$ cat config.mk
export PLATFORM = sky130hd
export DESIGN_NAME = sdram_wr_seq
export DESIGN_NICKNAME = d
export VERILOG_FILES = /design/src/rtl/sdram_wr_pkg.sv /design/src/rtl/sdram_phase_ctr.sv /design/src/rtl/sdram_row_guard.sv /design/src/rtl/sdram_burst_buf.sv /design/src/rtl/sdram_wr_seq.sv
export SDC_FILE = /design/constraint.sdc
export NUM_CORES = 1
export LEC_CHECK = 0
export ABC_CLOCK_PERIOD_IN_PS = 6300
export BUFFER_PORTS_ARGS = -buffer_cell sky130_fd_sc_hd__buf_2
export CAP_MARGIN = 10
export CORE_UTILIZATION = 52
export DETAILED_ROUTE_END_ITERATION = 10
export PLACE_DENSITY = 0.89
export SETUP_SLACK_MARGIN = 0.4
export SYNTH_ARGS = -nofsm -noshare
export SYNTH_HDL_FRONTEND = slang
export SYNTH_SLANG_ARGS = --single-unit
$ cat constraint.sdc
create_clock -name clk -period 6.3 [get_ports clk]
set_input_delay 0 -clock clk [delete_from_list [all_inputs] [get_ports clk]]
set_output_delay 0 -clock clk [all_outputs]
set_load 0.005 [all_outputs]
$ cat src/rtl/sdram_wr_pkg.sv
package sdram_wr_pkg;

  // {cs_n, ras_n, cas_n, we_n}
  typedef enum logic [3:0] {
    CMD_NOP = 4'b0111,
    CMD_ACT = 4'b0011,
    CMD_WR  = 4'b0100,
    CMD_PRE = 4'b0010
  } sd_cmd_e;

  // each state names what the registered outputs show in that cycle
  typedef enum logic [2:0] {
    S_IDLE,
    S_ACT,
    S_RCD,
    S_WR,
    S_BURST,
    S_REC,
    S_PRE,
    S_RP
  } seq_state_e;

  function automatic int cyc_ceil(input int t_ps, input int clk_ps);
    return (t_ps + clk_ps - 1) / clk_ps;
  endfunction

  function automatic int imax(input int a, input int b);
    return (a > b) ? a : b;
  endfunction

endpackage

$ cat src/rtl/sdram_phase_ctr.sv
module sdram_phase_ctr #(
  parameter int W = 4
) (
  input  logic         clk,
  input  logic         rst,
  input  logic         restart,
  output logic [W-1:0] count
);

  always_ff @(posedge clk) begin
    if (rst || restart) begin
      count <= '0;
    end else if (count != {W{1'b1}}) begin
      count <= count + 1'b1;
    end
  end

endmodule

$ cat src/rtl/sdram_row_guard.sv
module sdram_row_guard #(
  parameter int T_RAS = 7,
  parameter int T_RC  = 10
) (
  input  logic                        clk,
  input  logic                        rst,
  input  logic                        act_go,
  output logic [$clog2(T_RC+1)-1:0]   age,
  output logic                        ras_ready,
  output logic                        rc_ready
);

  localparam int AGE_W = $clog2(T_RC + 1);

  always_ff @(posedge clk) begin
    if (rst) begin
      age <= AGE_W'(T_RC);
    end else if (act_go) begin
      age <= '0;
    end else if (int'(age) < T_RC) begin
      age <= age + 1'b1;
    end
  end

  // next cycle may carry PRECHARGE / next-but-one may carry ACTIVE
  assign ras_ready = int'(age) >= T_RAS - 1;
  assign rc_ready  = int'(age) >= T_RC - 2;

  // an ACTIVE is only scheduled once the row cycle has elapsed
  p_act_spacing_r7: assert property (@(posedge clk) disable iff (rst)
    act_go |-> int'(age) >= T_RC - 1);

endmodule

$ cat src/rtl/sdram_burst_buf.sv
module sdram_burst_buf #(
  parameter int DATA_W = 16,
  parameter int WORDS  = 4
) (
  input  logic                      clk,
  input  logic                      rst,
  input  logic                      load,
  input  logic [WORDS*DATA_W-1:0]   load_words,
  input  logic                      shift,
  output logic [DATA_W-1:0]         head
);

  logic [DATA_W-1:0] word_q [WORDS];

  for (genvar i = 0; i < WORDS; i++) begin : g_word
    if (i == WORDS - 1) begin : g_last
      always_ff @(posedge clk) begin
        if (rst)        word_q[i] <= '0;
        else if (load)  word_q[i] <= load_words[i*DATA_W +: DATA_W];
        else if (shift) word_q[i] <= '0;
      end
    end else begin : g_mid
      always_ff @(posedge clk) begin
        if (rst)        word_q[i] <= '0;
        else if (load)  word_q[i] <= load_words[i*DATA_W +: DATA_W];
        else if (shift) word_q[i] <= word_q[i+1];
      end
    end
  end

  assign head = word_q[0];

  // a new request is never loaded while a burst is being streamed
  p_load_not_shift_r5: assert property (@(posedge clk) disable iff (rst)
    load |-> !shift);

endmodule

$ cat src/rtl/sdram_wr_seq.sv
module sdram_wr_seq
  import sdram_wr_pkg::*;
#(
  parameter int DATA_W        = 16,
  parameter int ROW_W         = 13,
  parameter int COL_W         = 10,
  parameter int BANK_W        = 2,
  parameter int ADDR_W        = 13,
  parameter int CLK_PERIOD_PS = 4000,
  parameter int T_WR_PS       = 15000,
  parameter int T_RCD         = 3,
  parameter int T_RAS         = 7,
  parameter int T_RP          = 3,
  parameter int T_RC          = 10
) (
  input  logic                 clk,
  input  logic                 rst,
  input  logic                 req_valid,
  input  logic [BANK_W-1:0]    req_bank,
  input  logic [ROW_W-1:0]     req_row,
  input  logic [COL_W-1:0]     req_col,
  input  logic [4*DATA_W-1:0]  req_data,
  output logic                 ready,
  output logic                 sd_cke,
  output logic                 sd_cs_n,
  output logic                 sd_ras_n,
  output logic                 sd_cas_n,
  output logic                 sd_we_n,
  output logic [BANK_W-1:0]    sd_ba,
  output logic [ADDR_W-1:0]    sd_addr,
  output logic [DATA_W-1:0]    sd_dq,
  output logic                 sd_dq_oe,
  output logic [DATA_W/8-1:0]  sd_dqm
);

  localparam int BURST_LEN = 4;
  localparam int T_WR      = cyc_ceil(T_WR_PS, CLK_PERIOD_PS);
  localparam int DQM_W     = DATA_W / 8;
  localparam int PH_MAX    = imax(imax(T_RCD, T_WR), T_RP) + BURST_LEN;
  localparam int PH_W      = $clog2(PH_MAX + 1);
  localparam int AGE_W     = $clog2(T_RC + 1);

  seq_state_e          state_q, nxt;
  sd_cmd_e             cmd_q;
  logic [PH_W-1:0]     ph_q;
  logic [AGE_W-1:0]    age;
  logic                ras_ready, rc_ready;
  logic [BANK_W-1:0]   bank_q;
  logic [COL_W-1:0]    col_q;
  logic [ADDR_W-1:0]   row_ext, col_ext;
  logic [DATA_W-1:0]   buf_head;
  logic                accept, shift;

  assign accept = (state_q == S_IDLE) && req_valid;
  assign shift  = (nxt == S_WR) || (nxt == S_BURST);

  // next-state: what the outputs will show in the following cycle
  always_comb begin
    nxt = state_q;
    unique case (state_q)
      S_IDLE:  if (req_valid) nxt = S_ACT;
      S_ACT:   nxt = S_RCD;
      S_RCD:   if (int'(ph_q) >= T_RCD - 2) nxt = S_WR;
      S_WR:    nxt = S_BURST;
      S_BURST: if (int'(ph_q) >= BURST_LEN - 2) nxt = S_REC;
      S_REC:   if (int'(ph_q) >= T_WR - 2 && ras_ready) nxt = S_PRE;
      S_PRE:   nxt = S_RP;
      S_RP:    if (int'(ph_q) >= T_RP - 3 && rc_ready) nxt = S_IDLE;
      default: nxt = S_IDLE;
    endcase
  end

  always_comb begin
    row_ext = '0;
    row_ext[ROW_W-1:0] = req_row;
    col_ext = '0;
    col_ext[COL_W-1:0] = col_q;
  end

  sdram_phase_ctr #(.W(PH_W)) u_phase (
    .clk     (clk),
    .rst     (rst),
    .restart (nxt != state_q),
    .count   (ph_q)
  );

  sdram_row_guard #(.T_RAS(T_RAS), .T_RC(T_RC)) u_guard (
    .clk       (clk),
    .rst       (rst),
    .act_go    (nxt == S_ACT),
    .age       (age),
    .ras_ready (ras_ready),
    .rc_ready  (rc_ready)
  );

  sdram_burst_buf #(.DATA_W(DATA_W), .WORDS(BURST_LEN)) u_buf (
    .clk        (clk),
    .rst        (rst),
    .load       (accept),
    .load_words (req_data),
    .shift      (shift),
    .head       (buf_head)
  );

  always_ff @(posedge clk) begin
    if (rst) begin
      bank_q <= '0;
      col_q  <= '0;
    end else if (accept) begin
      bank_q <= req_bank;
      col_q  <= req_col;
    end
  end

  always_ff @(posedge clk) begin
    if (rst) begin
      state_q  <= S_IDLE;
      ready    <= 1'b1;
      cmd_q    <= CMD_NOP;
      sd_ba    <= '0;
      sd_addr  <= '0;
      sd_dq    <= '0;
      sd_dq_oe <= 1'b0;
      sd_dqm   <= {DQM_W{1'b1}};
    end else begin
      state_q  <= nxt;
      ready    <= (nxt == S_IDLE);
      sd_dq_oe <= shift;
      sd_dqm   <= shift ? {DQM_W{1'b0}} : {DQM_W{1'b1}};
      sd_dq    <= shift ? buf_head : '0;
      unique case (nxt)
        S_ACT: begin
          cmd_q   <= CMD_ACT;
          sd_ba   <= req_bank;
          sd_addr <= row_ext;
        end
        S_WR: begin
          cmd_q   <= CMD_WR;
          sd_ba   <= bank_q;
          sd_addr <= col_ext;
        end
        S_PRE: begin
          cmd_q   <= CMD_PRE;
          sd_ba   <= bank_q;
          sd_addr <= '0;
        end
        default: begin
          cmd_q   <= CMD_NOP;
          sd_ba   <= '0;
          sd_addr <= '0;
        end
      endcase
    end
  end

  assign {sd_cs_n, sd_ras_n, sd_cas_n, sd_we_n} = cmd_q;
  assign sd_cke = 1'b1;

  // ready only while idle, and idle shows NOP
  p_ready_idle_r2: assert property (@(posedge clk) disable iff (rst)
    ready |-> cmd_q == CMD_NOP && !sd_dq_oe);

  // latched bank does not move during a transaction
  p_bank_hold_r3: assert property (@(posedge clk) disable iff (rst)
    (state_q inside {S_WR, S_BURST, S_REC, S_PRE, S_RP}) |-> $stable(bank_q));

  // WRITE lands exactly T_RCD after ACTIVE, auto-precharge off
  p_wr_at_rcd_r4: assert property (@(posedge clk) disable iff (rst)
    cmd_q == CMD_WR |-> int'(age) == T_RCD && !sd_addr[10]);

  // data lanes are unmasked whenever data is driven
  p_mask_open_r5: assert property (@(posedge clk) disable iff (rst)
    sd_dq_oe |-> sd_dqm == '0);

  // PRECHARGE honours row-active minimum, single-bank scope
  p_pre_after_ras_r6: assert property (@(posedge clk) disable iff (rst)
    cmd_q == CMD_PRE |-> int'(age) >= T_RAS && !sd_addr[10]);

  // no data is driven on the precharge cycle
  p_pre_no_data_r6: assert property (@(posedge clk) disable iff (rst)
    cmd_q == CMD_PRE |-> !sd_dq_oe);

endmodule

# Word-level counts from Yosys, hierarchy flattened
# Memories as Yosys holds them, arrays and structs flattened. A register that Yosys moved wholly into a read port is not among the register bits.
# Cells that the tools add are included.
# word_totals
input_bits	92
mem_bits_rw	64
elab_cells	81
mem_count	1
reg_bits	46
# memory_table
memory	depth	width	read_ports	rd_ports_with_merged_regs	write_ports	line_no	text
u_buf.word_q	4	16	4	1	4	sdram_burst_buf.sv:13	logic [DATA_W-1:0] word_q [WORDS];
# classes
n_lt_le_gt_ge	5
eq_ne	13
mux	29
add_sub_neg	2
n_reduce_logical	10
n_bitwise	9
# op_table
op	n
16-bit two-way mux	8
13-bit case mux with 2 select lines	1
3-bit case mux with 8 select lines	1
3-bit == test, second input constant	6
3-bit two-way mux	5
3-bit by 2-bit == test with 1-bit output, second input constant	3
1-bit two-way mux	9
3-bit case mux with 3 select lines	1
4-bit by 1-bit adder with 4-bit output, second input constant	2
4-bit two-way mux	2
1-bit bitwise OR	8
3-bit by 1-bit == test with 1-bit output, second input constant	2
3-bit zero test	2
2-bit OR reduction	3
4-bit by 1-bit greater-or-equal comparator with 1-bit output, second input constant	1
4-bit by 2-bit greater-or-equal comparator with 1-bit output, second input constant	1
4-bit by 3-bit greater-or-equal comparator with 1-bit output, second input constant	1
4-bit greater-or-equal comparator, second input constant	1
4-bit < comparator, second input constant	1
4-bit inequality test, second input constant	1
2-bit case mux with 2 select lines	1
3-bit inequality test	1
1-bit logical AND	2
1-bit logical OR	2
other kinds (3)	3

# Logic depth before layout (Yosys ltp)
# depth
word_depth	11
depth_mapped	10
mapped_depth_nobuf	7

# Hierarchy
# Synthesis repeated with hierarchy kept, for this count alone.
# hier_totals
cells_unflattened	481
hier_area_um2	5287.6
# by_module_without_submodules
module	area_each_um2	seq_area_each_um2	n_inst	cells_each
sdram_burst_buf	3111.7	1921.8	1	265
sdram_wr_seq	1770.4	1041.0	1	176
sdram_row_guard	207.7	80.1	1	21
sdram_phase_ctr	197.7	80.1	1	19

# Least setup slack after synthesis
# OpenSTA, ideal clock, no wires.
# synth_timing
kind	reg2reg
start	reg u_phase.count[1]
end	mem u_buf.word_q[0][0] (enable)
n_path_buf	1
path_stages_with_launch	8
path_slack_ps	1834
arrival_time_ps	3991
required_ps	5825
setup_time_ps	475
cell_sequence	dfxtp_1 > inv_1 > ha_1 > or4b_1 > o22a_1 > and3_1 > buf_2 > o221ai_1
# synth_lines
item	line_no	text
start: declaration	sdram_phase_ctr.sv:7	output logic [W-1:0] count
start signal: assignment	sdram_phase_ctr.sv:14	count <= count + 1'b1;
end: declaration	sdram_burst_buf.sv:13	

==> results.py <==
metrics = {
    "outcome": {
        "outcome": "complete, no violations",
    },
    "setup_path": {
        "cp_data_arrival_time_ps": 3510,
        "ff2ff_path_depth": 8,
        "rr_startpoint": "u_phase.count[1]",
        "start_kind": "register",
        "cp_max_fo": 66,
        "r2r_setup_slack_ps": 3170,
        "critPathCapture": "u_buf.word_q[1][14]",
        "crit_start": "u_phase.count[1]",
        "reg2reg_to": "u_buf.word_q[1][14]",
        "required_ps": 6670,
        "path_cells": "inv_1, ha_1, or4b_1, o22a_1, and3_1, o41ai_4, buf_4, a22o_1",
        "end_kind": "register",
        "cpMaxStageDelayCell": "buf_4",
        "worstSetupPathType": "register to register",
        "slowest_delay_ps": 560,
    },
    "die": {
        "die-area_um2": 9400,
        "fp.dieW_um": 96.9,
        "initial_utilization_pct": 53.7,
        "die_height_um": 96.9,
        "io_pins": 132,
        "core_area_um2": 8720,
        "rows": 34,
    },
    "logic_synthesis": {
        "ys_ff_latch": 124,
        "synthesis.area_um2": 4690,
        "synth_edf_count": 64,
        "ys.flop_type": "edfxtp_1",
        "yosysSeqAreaShare_pct": 66.6,
        "ys_types": 40,
        "ys_async_sr_fraction_pct": 0,
        "synthesis.nets": 463,
        "synthCells": 366,
        "yosys_warnings": 0,
        "syn_area_per_cell_um2": 12.8,
    },
    "hold_path": {
        "worstHoldPathType": "input pin to register",
        "whs_path_depth": 5,
    },
    "sta": {
        "fin_crit_ps": 3130,
        "slew_headroom_pct": 33.6,
        "timing.final.ws_setup_ps": 3170,
        "rsz0062_at_grt": "false",
        "worst_pin_slew_ps": 996,
        "max_freq_mhz": 319,
        "fin_worst_skew_ps": 12.0,
        "hold_violations": 0,
        "maxSlewViolCount": 0,
        "setup_tns_ps": 0,
        "post-route-period-util_pct": 49.7,
        "setup_viol": 0,
    },
    "global_route": {
        "antenna_found_initial": 1,
        "grt_pass1_vias": 4072,
        "grt.total_usage_pct": 29.9,
        "grt_pass1_wl_mm": 21.3,
        "grt_max_degree": 81,
        "overflow": 0,
    },
    "final_layout": {
        "drive_gt1_share_pct": 28.8,
        "mostFrequentLayoutCells": "buf_2 (129), dlygate4sd3_1 (94), edfxtp_1 (64)",
        "area_growth_pct": 47.1,
        "layout_commonest_cell": "buf_2",
        "nNetsFinal": 681,
    },
    "placed_design": {
        "hpwl_mm": 6.03,
        "gp_congestion": 0.896,
        "port_buffers": 129,
        "pre_cts_ws_ps": 3390,
    },
    "clocking": {
        "htreeDepth": 4,
        "clockRootBuffer": "clkbuf_8",
        "clk_latency_ps": 520,
        "cts_tree": "done",
        "cts_buffers": 17,
        "cts_sinks": 124,
        "cts.clk_slew.worst_paths_ps": 60,
        "clockBufferDepth": 2,
    },
    "route": {
        "num_vias": 3977,
        "ant_nets": 0,
        "drtIter0Drc": 306,
        "wirelength_mm": 13.7,
        "first_pass_iters": 5,
        "routedWlPerCell_um": 19.4,
        "drc": 0,
        "viasPerCell": 5.63,
    },
    "power": {
        "vdd_drop_max_mv": 0.238,
        "leakage_uw": 0.00299,
        "p_per_area_nw_per_um2": 373,
    },
    "flow_run": {
        "drv_cap": 0,
    },
}
logic make-up (layout without fill, tap and decap cells):
kind of cell               count (synthesis)  after routing  share of synthesized area (%)
adders and majority gates                  5              5                           1.33
DFF                                      124            124                           66.6
AOI/OAI and AO/OA                         93             93                           16.0
and+or+nand+nor                          106            106                           11.5
xor gates and xnor gates                   2              2                          0.374
buffers and inverters                     33            264                           3.74
muxes                                      1              1                          0.214
other                                      2              4                          0.160
final cells by class:
cell class | count | area [µm²]
Timing Repair Buffer | 227 | 1620
Clock buffer | 18 | 439
Fill cell | 436 | 1830
Clock inverter | 14 | 138
Sequential cell | 124 | 3120
Antenna cell | 2 | 5.00
Multi-Input combinational cell | 209 | 1420
Tap cell | 108 | 135
Inverter | 5 | 18.8
per-stage QoR:
step / total power [µW] / cell area (µm²) / utilization, % / instances / hold slack [ps]
after floorplan: 1410 / 4690 / - / 366 / 122
after global placement: 1500 / 5370 / 61.6 / 579 / 199
after detailed placement: 1530 / 5370 / 61.6 / 579 / 208
after CTS: 2490 / 6890 / 79.0 / 705 / 73.6
after global routing: 2660 / 6890 / 79.0 / 706 / 132
final: 2570 / 6900 / 79.1 / 707 / 102
cells in the mapped netlist (3+ instances only):
cell type	number	area, µm²
a21oi_1	16	80.1
a22o_1	60	526
and2_1	36	225
buf_4	3	22.5
buf_6	5	56.3
clkbuf_1	18	67.6
dfxtp_1	60	1200
edfxtp_1	64	1920
ha_1	5	62.6
inv_1	5	18.8
nand2_1	34	128
nor2_1	17	63.8
nor3_1	3	15.0
nor4_1	3	18.8
metal layers:
| metal | global-route usage, % | part of all wire [%] | up-vias |
|---|---|---|---|
| li1 | - | - | 1773 |
| met1 | 33.4 | 37 | 1902 |
| met2 | 52.3 | 52 | 247 |
| met3 | 8.31 | 6.7 | 55 |
| met4 | 14.7 | 4.4 | 0 |
| met5 | 0 | 0 | - |
power breakdown:
group          leakage [µW]  internal [µW]  switching, µW  total, µW
Combinational       0.00152            194            274        468
Clock              0.000283            554            389        943
Sequential          0.00118           1070           92.5       1160
what timing repair did:
item | 4_1_cts | 5_1_grt
buffers inserted | 0 | 0
resized for setup | 0 | 0
hold endpoints to repair | 94 | 0
hold buffers | 94 | 0
worst min path at each step:
| stage | startpoint | endpoint | slack (ps) |
|---|---|---|---|
| global route | req_valid | u_phase.count[0] | 130 |
| floorplan | req_row[10] | sd_addr[10] | 120 |
| CTS | req_valid | u_phase.count[0] | 70 |
| detailed placement | req_row[12] | sd_addr[12] | 210 |
| finish | req_valid | u_phase.count[0] | 100 |
| global placement | req_row[12] | sd_addr[12] | 200 |
worst max-delay path: cells and delay by family, from the launching register on:
| kind | cells | cell delay (ps) |
|---|---|---|
| AO/OA/AOI/OAI | 3 | 870 |
| adder cells (fa/ha/maj) | 1 | 190 |
| buffers and inverters | 2 | 650 |
| flip-flops | 1 | 450 |
| AND/OR/NAND/NOR | 2 | 800 |
sequential cells by signal, indices dropped and copies added (netlist names), 3 cells and up:
signal and cells:
cmd_q 3, col_q 10, sd_addr 13, u_phase.count 4, u_buf.word_q 64, u_guard.age 4
sd_dq 16, state_q 3
Power figures use the tool's default switching activity.
